File: config.mk
export PLATFORM = sky130hd
export DESIGN_NAME = oneshot_chan
export DESIGN_NICKNAME = d
export VERILOG_FILES = /design/src/rtl/os_pkg.sv /design/src/rtl/os_sync.sv /design/src/rtl/os_cfg.sv /design/src/rtl/os_core.sv /design/src/rtl/os_irq.sv /design/src/rtl/oneshot_chan.sv
export SDC_FILE = /design/constraint.sdc
export NUM_CORES = 1
export LEC_CHECK = 0
export ABC_AREA = 1
export BUFFER_PORTS_ARGS = -buffer_cell sky130_fd_sc_hd__buf_2
export CAP_MARGIN = 20
export CORE_MARGIN = 5
export CORE_UTILIZATION = 55
export DETAILED_ROUTE_END_ITERATION = 12
export GPL_ROUTABILITY_DRIVEN = 0
export GPL_TIMING_DRIVEN = 0
export PLACE_DENSITY_LB_ADDON = 0.08
export RECOVER_POWER = 50
export SLEW_MARGIN = 20
export SYNTH_ARGS = -nofsm -noshare
export SYNTH_HDL_FRONTEND = slang
export SYNTH_SLANG_ARGS = --single-unit
File: constraint.sdc
create_clock -name clk -period 3.1 [get_ports clk]
set_clock_uncertainty 0.15 [all_clocks]
set_input_delay 0.155 -clock clk [delete_from_list [all_inputs] [get_ports clk]]
set_output_delay 0.155 -clock clk [all_outputs]
set_load 0.02 [all_outputs]
File: src/rtl/os_pkg.sv
package os_pkg;
  typedef enum logic [1:0] {
    MODE_TIMER   = 2'd0,
    MODE_EVENT   = 2'd1,
    MODE_ONESHOT = 2'd2,
    MODE_PWM     = 2'd3
  } os_mode_e;
endpackage

File: src/rtl/os_sync.sv
module os_sync #(
  parameter int   STAGES  = 2,
  parameter logic RST_VAL = 1'b0
) (
  input  logic clk,
  input  logic rst,
  input  logic d,
  output logic q
);
  logic [STAGES-1:0] sr;

  generate
    if (STAGES == 1) begin : g_one
      always_ff @(posedge clk) begin
        if (rst) sr <= RST_VAL;
        else     sr <= d;
      end
    end else begin : g_chain
      always_ff @(posedge clk) begin
        if (rst) sr <= {STAGES{RST_VAL}};
        else     sr <= {sr[STAGES-2:0], d};
      end
    end
  endgenerate

  assign q = sr[STAGES-1];
endmodule

File: src/rtl/os_cfg.sv
module os_cfg import os_pkg::*; #(
  parameter int CW = 16
) (
  input  logic          clk,
  input  logic          rst,
  input  logic          cfg_we,
  input  logic [1:0]    cfg_mode,
  input  logic [CW-1:0] cfg_reload,
  input  logic          cfg_ext_sel,
  input  logic          cfg_cut_en,
  input  logic          run_we,
  input  logic          run_val,
  output os_mode_e      mode_q,
  output logic [CW-1:0] reload_q,
  output logic          ext_sel_q,
  output logic          cut_en_q,
  output logic          run_q,
  output logic          ld_p,
  output logic          stop_p,
  output logic          entry_q
);
  os_mode_e new_mode;
  logic     entry_d;

  assign new_mode = os_mode_e'(cfg_mode);
  assign ld_p     = cfg_we & ~run_q;
  assign stop_p   = run_we & ~run_val & run_q;
  assign entry_d  = ld_p && (new_mode == MODE_ONESHOT) &&
                    ((mode_q == MODE_TIMER) || (mode_q == MODE_EVENT));

  always_ff @(posedge clk) begin
    if (rst) begin
      mode_q    <= MODE_TIMER;
      reload_q  <= '0;
      ext_sel_q <= 1'b0;
      cut_en_q  <= 1'b0;
      run_q     <= 1'b0;
      entry_q   <= 1'b0;
    end else begin
      entry_q <= entry_d;
      if (ld_p) begin
        mode_q    <= new_mode;
        reload_q  <= cfg_reload;
        ext_sel_q <= cfg_ext_sel;
        cut_en_q  <= cfg_cut_en;
      end
      if (run_we) run_q <= run_val;
    end
  end
endmodule

File: src/rtl/os_core.sv
module os_core #(
  parameter int CW = 16
) (
  input  logic          clk,
  input  logic          rst,
  input  logic          tick,
  input  logic          run,
  input  logic          os_en,
  input  logic          trig_ev,
  input  logic          stop_p,
  input  logic          ld_p,
  input  logic [CW-1:0] ld_val,
  input  logic [CW-1:0] reload_q,
  output logic          active_q,
  output logic [CW-1:0] cnt_q,
  output logic          expire
);
  localparam logic [CW-1:0] ONE = CW'(1);

  logic          pend_q, retrig_q, young_q;
  logic          active_d, pend_d, retrig_d, young_d;
  logic [CW-1:0] cnt_d;
  logic          pend_now;

  assign pend_now = pend_q | trig_ev;

  always_comb begin
    active_d = active_q;
    pend_d   = pend_q;
    retrig_d = retrig_q;
    young_d  = young_q;
    cnt_d    = cnt_q;
    expire   = 1'b0;
    if (stop_p) begin
      active_d = 1'b0;
      pend_d   = 1'b0;
      retrig_d = 1'b0;
      young_d  = 1'b0;
      cnt_d    = reload_q;
    end else if (ld_p) begin
      cnt_d  = ld_val;
      pend_d = 1'b0;
    end else if (!(run && os_en)) begin
      pend_d = 1'b0;
    end else if (!tick) begin
      pend_d = pend_now;
    end else if (!active_q) begin
      if (pend_now) begin
        active_d = 1'b1;
        young_d  = 1'b1;
        pend_d   = 1'b0;
      end
    end else if (retrig_q) begin
      cnt_d    = reload_q;
      retrig_d = 1'b0;
      young_d  = 1'b0;
      pend_d   = pend_now;
    end else begin
      young_d = 1'b0;
      pend_d  = 1'b0;
      if (pend_now && !young_q) begin
        cnt_d    = cnt_q - ONE;
        retrig_d = 1'b1;
        young_d  = 1'b1;
      end else if (cnt_q <= ONE) begin
        active_d = 1'b0;
        cnt_d    = reload_q;
        expire   = 1'b1;
      end else begin
        cnt_d = cnt_q - ONE;
      end
    end
  end

  always_ff @(posedge clk) begin
    if (rst) begin
      active_q <= 1'b0;
      pend_q   <= 1'b0;
      retrig_q <= 1'b0;
      young_q  <= 1'b0;
      cnt_q    <= '0;
    end else begin
      active_q <= active_d;
      pend_q   <= pend_d;
      retrig_q <= retrig_d;
      young_q  <= young_d;
      cnt_q    <= cnt_d;
    end
  end
endmodule

File: src/rtl/os_irq.sv
module os_irq (
  input  logic clk,
  input  logic rst,
  input  logic expire,
  input  logic stop_p,
  input  logic entry,
  input  logic clr,
  output logic irq_q
);
  logic stop_d;
  logic set_ev;

  assign set_ev = expire | stop_d | entry;

  always_ff @(posedge clk) begin
    if (rst) begin
      stop_d <= 1'b0;
      irq_q  <= 1'b0;
    end else begin
      stop_d <= stop_p;
      if (set_ev)   irq_q <= 1'b1;
      else if (clr) irq_q <= 1'b0;
    end
  end
endmodule

File: src/rtl/oneshot_chan.sv
module oneshot_chan import os_pkg::*; #(
  parameter int CW          = 16,
  parameter int SYNC_STAGES = 2
) (
  input  logic          clk,
  input  logic          rst,
  input  logic          tick,
  input  logic          cfg_we,
  input  logic [1:0]    cfg_mode,
  input  logic [CW-1:0] cfg_reload,
  input  logic          cfg_ext_sel,
  input  logic          cfg_cut_en,
  input  logic          run_we,
  input  logic          run_val,
  input  logic          sw_trig,
  input  logic          irq_clr,
  input  logic          ext_trig,
  input  logic          shdn_n,
  output logic          pin_o,
  output logic          pin_oe,
  output logic          irq_o,
  output logic [CW-1:0] cnt_o
);
  os_mode_e      mode_q;
  logic [CW-1:0] reload_q;
  logic          ext_sel_q, cut_en_q, run_q, ld_p, stop_p, entry_q;
  logic          ext_s, ext_prev_q, ext_rise, shdn_s;
  logic          trig_ev, os_en, expire, active_q, oe_q;
  logic [CW-1:0] cnt_q;

  os_cfg #(.CW(CW)) u_cfg (
    .clk, .rst, .cfg_we, .cfg_mode, .cfg_reload, .cfg_ext_sel, .cfg_cut_en,
    .run_we, .run_val, .mode_q, .reload_q, .ext_sel_q, .cut_en_q, .run_q,
    .ld_p, .stop_p, .entry_q
  );

  os_sync #(.STAGES(SYNC_STAGES), .RST_VAL(1'b0)) u_ext_sync (
    .clk, .rst, .d(ext_trig), .q(ext_s)
  );

  os_sync #(.STAGES(SYNC_STAGES), .RST_VAL(1'b1)) u_shdn_sync (
    .clk, .rst, .d(shdn_n), .q(shdn_s)
  );

  always_ff @(posedge clk) begin
    if (rst) begin
      ext_prev_q <= 1'b0;
      oe_q       <= 1'b1;
    end else begin
      ext_prev_q <= ext_s;
      oe_q       <= ~(cut_en_q & ~shdn_s);
    end
  end

  assign ext_rise = ext_s & ~ext_prev_q;
  assign trig_ev  = ext_sel_q ? ext_rise : sw_trig;
  assign os_en    = (mode_q == MODE_ONESHOT);

  os_core #(.CW(CW)) u_core (
    .clk, .rst, .tick, .run(run_q), .os_en, .trig_ev, .stop_p, .ld_p,
    .ld_val(cfg_reload), .reload_q, .active_q, .cnt_q, .expire
  );

  os_irq u_irq (
    .clk, .rst, .expire, .stop_p, .entry(entry_q), .clr(irq_clr), .irq_q(irq_o)
  );

  assign pin_o  = active_q;
  assign pin_oe = oe_q;
  assign cnt_o  = cnt_q;
endmodule

==> impl_metrics.csv <==
group,metric,value,unit
power_and_ir_drop,pwr-share-clk,28.6,%
clock_tree,clockRootBuffer,"sky130_fd_sc_hd__clkbuf_8",
power_and_ir_drop,p_int,1110,uW
synth,syn-mean-instance-area,6.45,sq um
clock_tree,maximum_clock_path_buffer_count,2,
synth,synth.net_count,468,
floorplanning,start_util,55.8,%
sta,timing.final.hold_violations,0,
floorplanning,die_w,81.5,um
synth,synth-main-ff-cell,"sky130_fd_sc_hd__dfxtp_1",
worst_setup_path,timing.critical_path.fanout_max,10,
routing,antenna_left,0,
layout,finalNonFillerCells,582,
layout,area.growth.synth_to_final,22.1,%
routing,route.detailed.wl_per_inst,13.3,um
worst_setup_path,critical_path.startpoint_type,"flop",
routing,detail_route.vias_per_cell,5.08,
place,post_dp_cell_area,0.00314,sq mm
routing,dr_wl_met3,428,um
clock_tree,cts.sink_count,50,
hold_path,timing.hold.worst_path_depth,5,
routing,number_of_detailed_route_iterations_in_the_first_pass,4,
synth,synth-async-reset-ratio,0,%
grt,grt_pass1_wl,13000,um
power_and_ir_drop,netSwitchingPower,578,uW
sta,finalWorstPathRequiredPeriod,2.36,ns
synth,synth_adder_area_share,0.890,%
synth,combinational_family_with_the_most_area_after_synthesis,"simple AND/OR/NAND/NOR gates",
synth,synthesis.instances,436,
power_and_ir_drop,switching_share_of_power,34.1,%
synth,yosys.area_share.simple,38.4,%
sta,max_freq,424,MHz
run,drv_cap,0,
sta,grt_setup_unrepaired,"false",
routing,wl_met1,3590,um
sta,setup_viol,0,
grt,track_usage,25.2,%
routing,dr.first_iter.drc_count,221,
grt,overflow,0,
synth,synthMuxAreaShare,0,%
grt,grt_antenna_before_repair,0,
sta,max_slew_margin,61.2,%
synth,synth_compound_area_share,12.1,%
worst_setup_path,class_of_the_most_critical_setup_path,"flop to flop",
clock_tree,clk_latency,0.31,ns
clock_tree,cts.reportedPaths.clkPinSlew,0.10,ns
layout,final_util,68.1,%
worst_setup_path,cp.required,3.21,ns
routing,drt_wl_total,7760,um
synth,synthXorXnorAreaFrac,2.18,%
clock_tree,post_cts.resized_instances,0,
clock_tree,cts_htree_levels,2,
floorplanning,pin_count,49,
routing,routed-wl-met2,3680,um
worst_setup_path,worst_r2r_path_depth,6,
power_and_ir_drop,share_comb_of_total_power,27.8,%
floorplanning,chipHeight,81.5,um
worst_setup_path,worst_setup_path_end_kind,"flop",
sta,fin_crit_sh,76.1,%
routing,routed.top_layer,"met4",
floorplanning,die-area,0.00664,sq mm
synth,count_of_flip_flops_with_a_built_in_enable_after_synthesis,0,
place,port-buffer-count,47,
floorplanning,placement_rows,26,
synth,post_synth_instance_area,0.00281,sq mm
place,dp.final_hpwl,5510,um
grt,grt_start_max_net_pins,18,
sta,slew_viol_final,0,
clock_tree,cts_buffers,5,
routing,via_count,2959,
routing,drc,0,
synth,ys_ff_latch,50,
worst_setup_path,worst-endpoint-arrival,2.47,ns
grt,via_count_of_the_first_global_routing_pass,2816,
hold_path,hold_class,"primary input to flop",
synth,ys_types,31,
power_and_ir_drop,power.leakage,0.00166,uW
power_and_ir_drop,pwr_density_cell,493,mW/mm^2
layout,final_net_count,543,
sta,tns,0,ns
status,status,"finished, final reports clean",
layout,layout-drive-gt1-share,12.5,%
sta,max_slew.worst_pin.slew,0.582,ns
power_and_ir_drop,sequentialPowerShare,43.6,%
power_and_ir_drop,peakVddDrop,0.270,mV
synth,synthesis.yosys.warnings,0,
synth,synth_sequential_area_ratio,35.6,%
clock_tree,clock_tree_from_tritoncts,"yes",
layout,num_antenna_cells,0,
layout,stdcell_area,0.00343,sq mm
floorplanning,fp.coreArea,0.00504,sq mm
place,placed_cells_incl_taps,553,
-- metrics by stage --
stage / hold WS (ns) / power (uW) / setup WS [ns]
after CTS: 0.0120 / 1710 / 1.05
after detailed placement: 0.189 / 1200 / 1.09
after floorplan: 0.0826 / 1080 / 1.21
after global placement: 0.189 / 1200 / 1.10
after global routing: 0.0283 / 1800 / 0.514
final: 0.0291 / 1690 / 0.740
-- final timing paths --
check                                      start                 end  slack [ns]
worst max register to register       u_cfg.run_q       u_cfg.entry_q        0.74
worst max-delay path                 u_cfg.run_q       u_cfg.entry_q        0.74
worst min register to register  u_ext_sync.sr[0]    u_ext_sync.sr[1]        0.26
worst min-delay path              cfg_reload[15]  u_cfg.reload_q[15]        0.03
-- state kept, by name, indices dropped and copies added, names as in the netlist, 2 cells and up --
register        count
u_ext_sync.sr       2
u_shdn_sync.sr      2
u_cfg.reload_q     16
u_cfg.mode_q        2
u_core.cnt_q       16
-- metal layers --
layer  global-route usage (%)  vias up
met5                        0        -
met4                     6.76        0
met3                     3.95        6
met2                     43.6       69
met1                     32.5     1354
li1                         -     1530
-- cells in the mapped netlist (2+ instances only) --
cell type / count / share of area, %
sky130_fd_sc_hd__clkbuf_1: 6 / 0.80
sky130_fd_sc_hd__ha_1: 2 / 0.89
sky130_fd_sc_hd__o21ai_0: 29 / 5.2
sky130_fd_sc_hd__xnor2_1: 6 / 1.9
sky130_fd_sc_hd__nand2_1: 118 / 16
sky130_fd_sc_hd__o21ai_1: 3 / 0.53
sky130_fd_sc_hd__buf_2: 7 / 1.2
sky130_fd_sc_hd__nor2_4: 5 / 2.0
sky130_fd_sc_hd__nor2_2: 5 / 1.1
sky130_fd_sc_hd__nand2_2: 3 / 0.67
sky130_fd_sc_hd__nor2_8: 2 / 1.4
sky130_fd_sc_hd__or2_2: 2 / 0.44
sky130_fd_sc_hd__buf_4: 2 / 0.53
sky130_fd_sc_hd__a21oi_1: 30 / 5.3
sky130_fd_sc_hd__inv_1: 53 / 7.1
sky130_fd_sc_hd__buf_6: 2 / 0.80
sky130_fd_sc_hd__dfxtp_1: 50 / 36
sky130_fd_sc_hd__nor2_1: 56 / 7.5
sky130_fd_sc_hd__nand3_1: 35 / 6.2
sky130_fd_sc_hd__nand3b_1: 7 / 1.9
sky130_fd_sc_hd__nand4_1: 3 / 0.67
-- area by class of cell --
cell class              instances  area, sq um
flip-flops and latches         50         1000
plain buffers                  17         91.3
clock inverters                 3         47.5
inverters                      55          209
repair buffers                 68          422
well taps                      70         87.6
clock buffers                   5         68.8
multi-input cells             314         1510
fillers                       484         1610
-- placed cells by master (no fill, tap or decap), types with 2 or more instances in the layout --
| cell type | n |
|---|---|
| sky130_fd_sc_hd__inv_1 | 53 |
| sky130_fd_sc_hd__buf_2 | 32 |
| sky130_fd_sc_hd__clkbuf_8 | 5 |
| sky130_fd_sc_hd__nor2_4 | 5 |
| sky130_fd_sc_hd__nand4_1 | 3 |
| sky130_fd_sc_hd__dfxtp_1 | 50 |
| sky130_fd_sc_hd__buf_6 | 2 |
| sky130_fd_sc_hd__buf_4 | 2 |
| sky130_fd_sc_hd__nand2_2 | 3 |
| sky130_fd_sc_hd__nor2_8 | 2 |
| sky130_fd_sc_hd__xnor2_1 | 6 |
| sky130_fd_sc_hd__dlygate4sd3_1 | 21 |
| sky130_fd_sc_hd__nor2_2 | 5 |
| sky130_fd_sc_hd__ha_1 | 2 |
| sky130_fd_sc_hd__o21ai_1 | 3 |
| sky130_fd_sc_hd__nor2_1 | 56 |
| sky130_fd_sc_hd__o21ai_0 | 29 |
| sky130_fd_sc_hd__nand2_1 | 118 |
| sky130_fd_sc_hd__a21oi_1 | 30 |
| sky130_fd_sc_hd__nand3_1 | 35 |
| sky130_fd_sc_hd__or2_2 | 2 |
| sky130_fd_sc_hd__clkbuf_1 | 28 |
| sky130_fd_sc_hd__nand3b_1 | 7 |
-- cell families (layout without fill, tap and decap cells) --
logic type / after synthesis / count (layout)
adders and majority gates: 2 / 2
AOI/OAI and AO/OA: 66 / 66
DFF: 50 / 50
xor gates and xnor gates: 7 / 7
buffers and inverters: 72 / 148
and+or+nand+nor: 239 / 239
-- worst max-delay path, cell delays in order, from the launching register on --
cell and delay (ns):
sky130_fd_sc_hd__dfxtp_1 0.35, sky130_fd_sc_hd__nor2_1 0.14, sky130_fd_sc_hd__clkbuf_1 0.44, sky130_fd_sc_hd__buf_2 0.34
sky130_fd_sc_hd__nand2_1 0.10, sky130_fd_sc_hd__nor4_1 0.20, sky130_fd_sc_hd__dlygate4sd3_1 0.59
-- power by group through the flow --
stage | clock network [uW] | registers (uW) | logic, uW
after detailed placement | 0 | 751 | 453
after global placement | 0 | 750 | 447
after CTS | 494 | 736 | 475
after floorplan | 0 | 765 | 315
after global routing | 524 | 744 | 530
final | 484 | 738 | 470
-- what timing repair did --
action / 4_1_cts / 5_1_grt
hold buffers: 21 / 0
setup buffers: 0 / 0
hold endpoints to repair: 20 / 0
(Power assumes the default switching activity.)
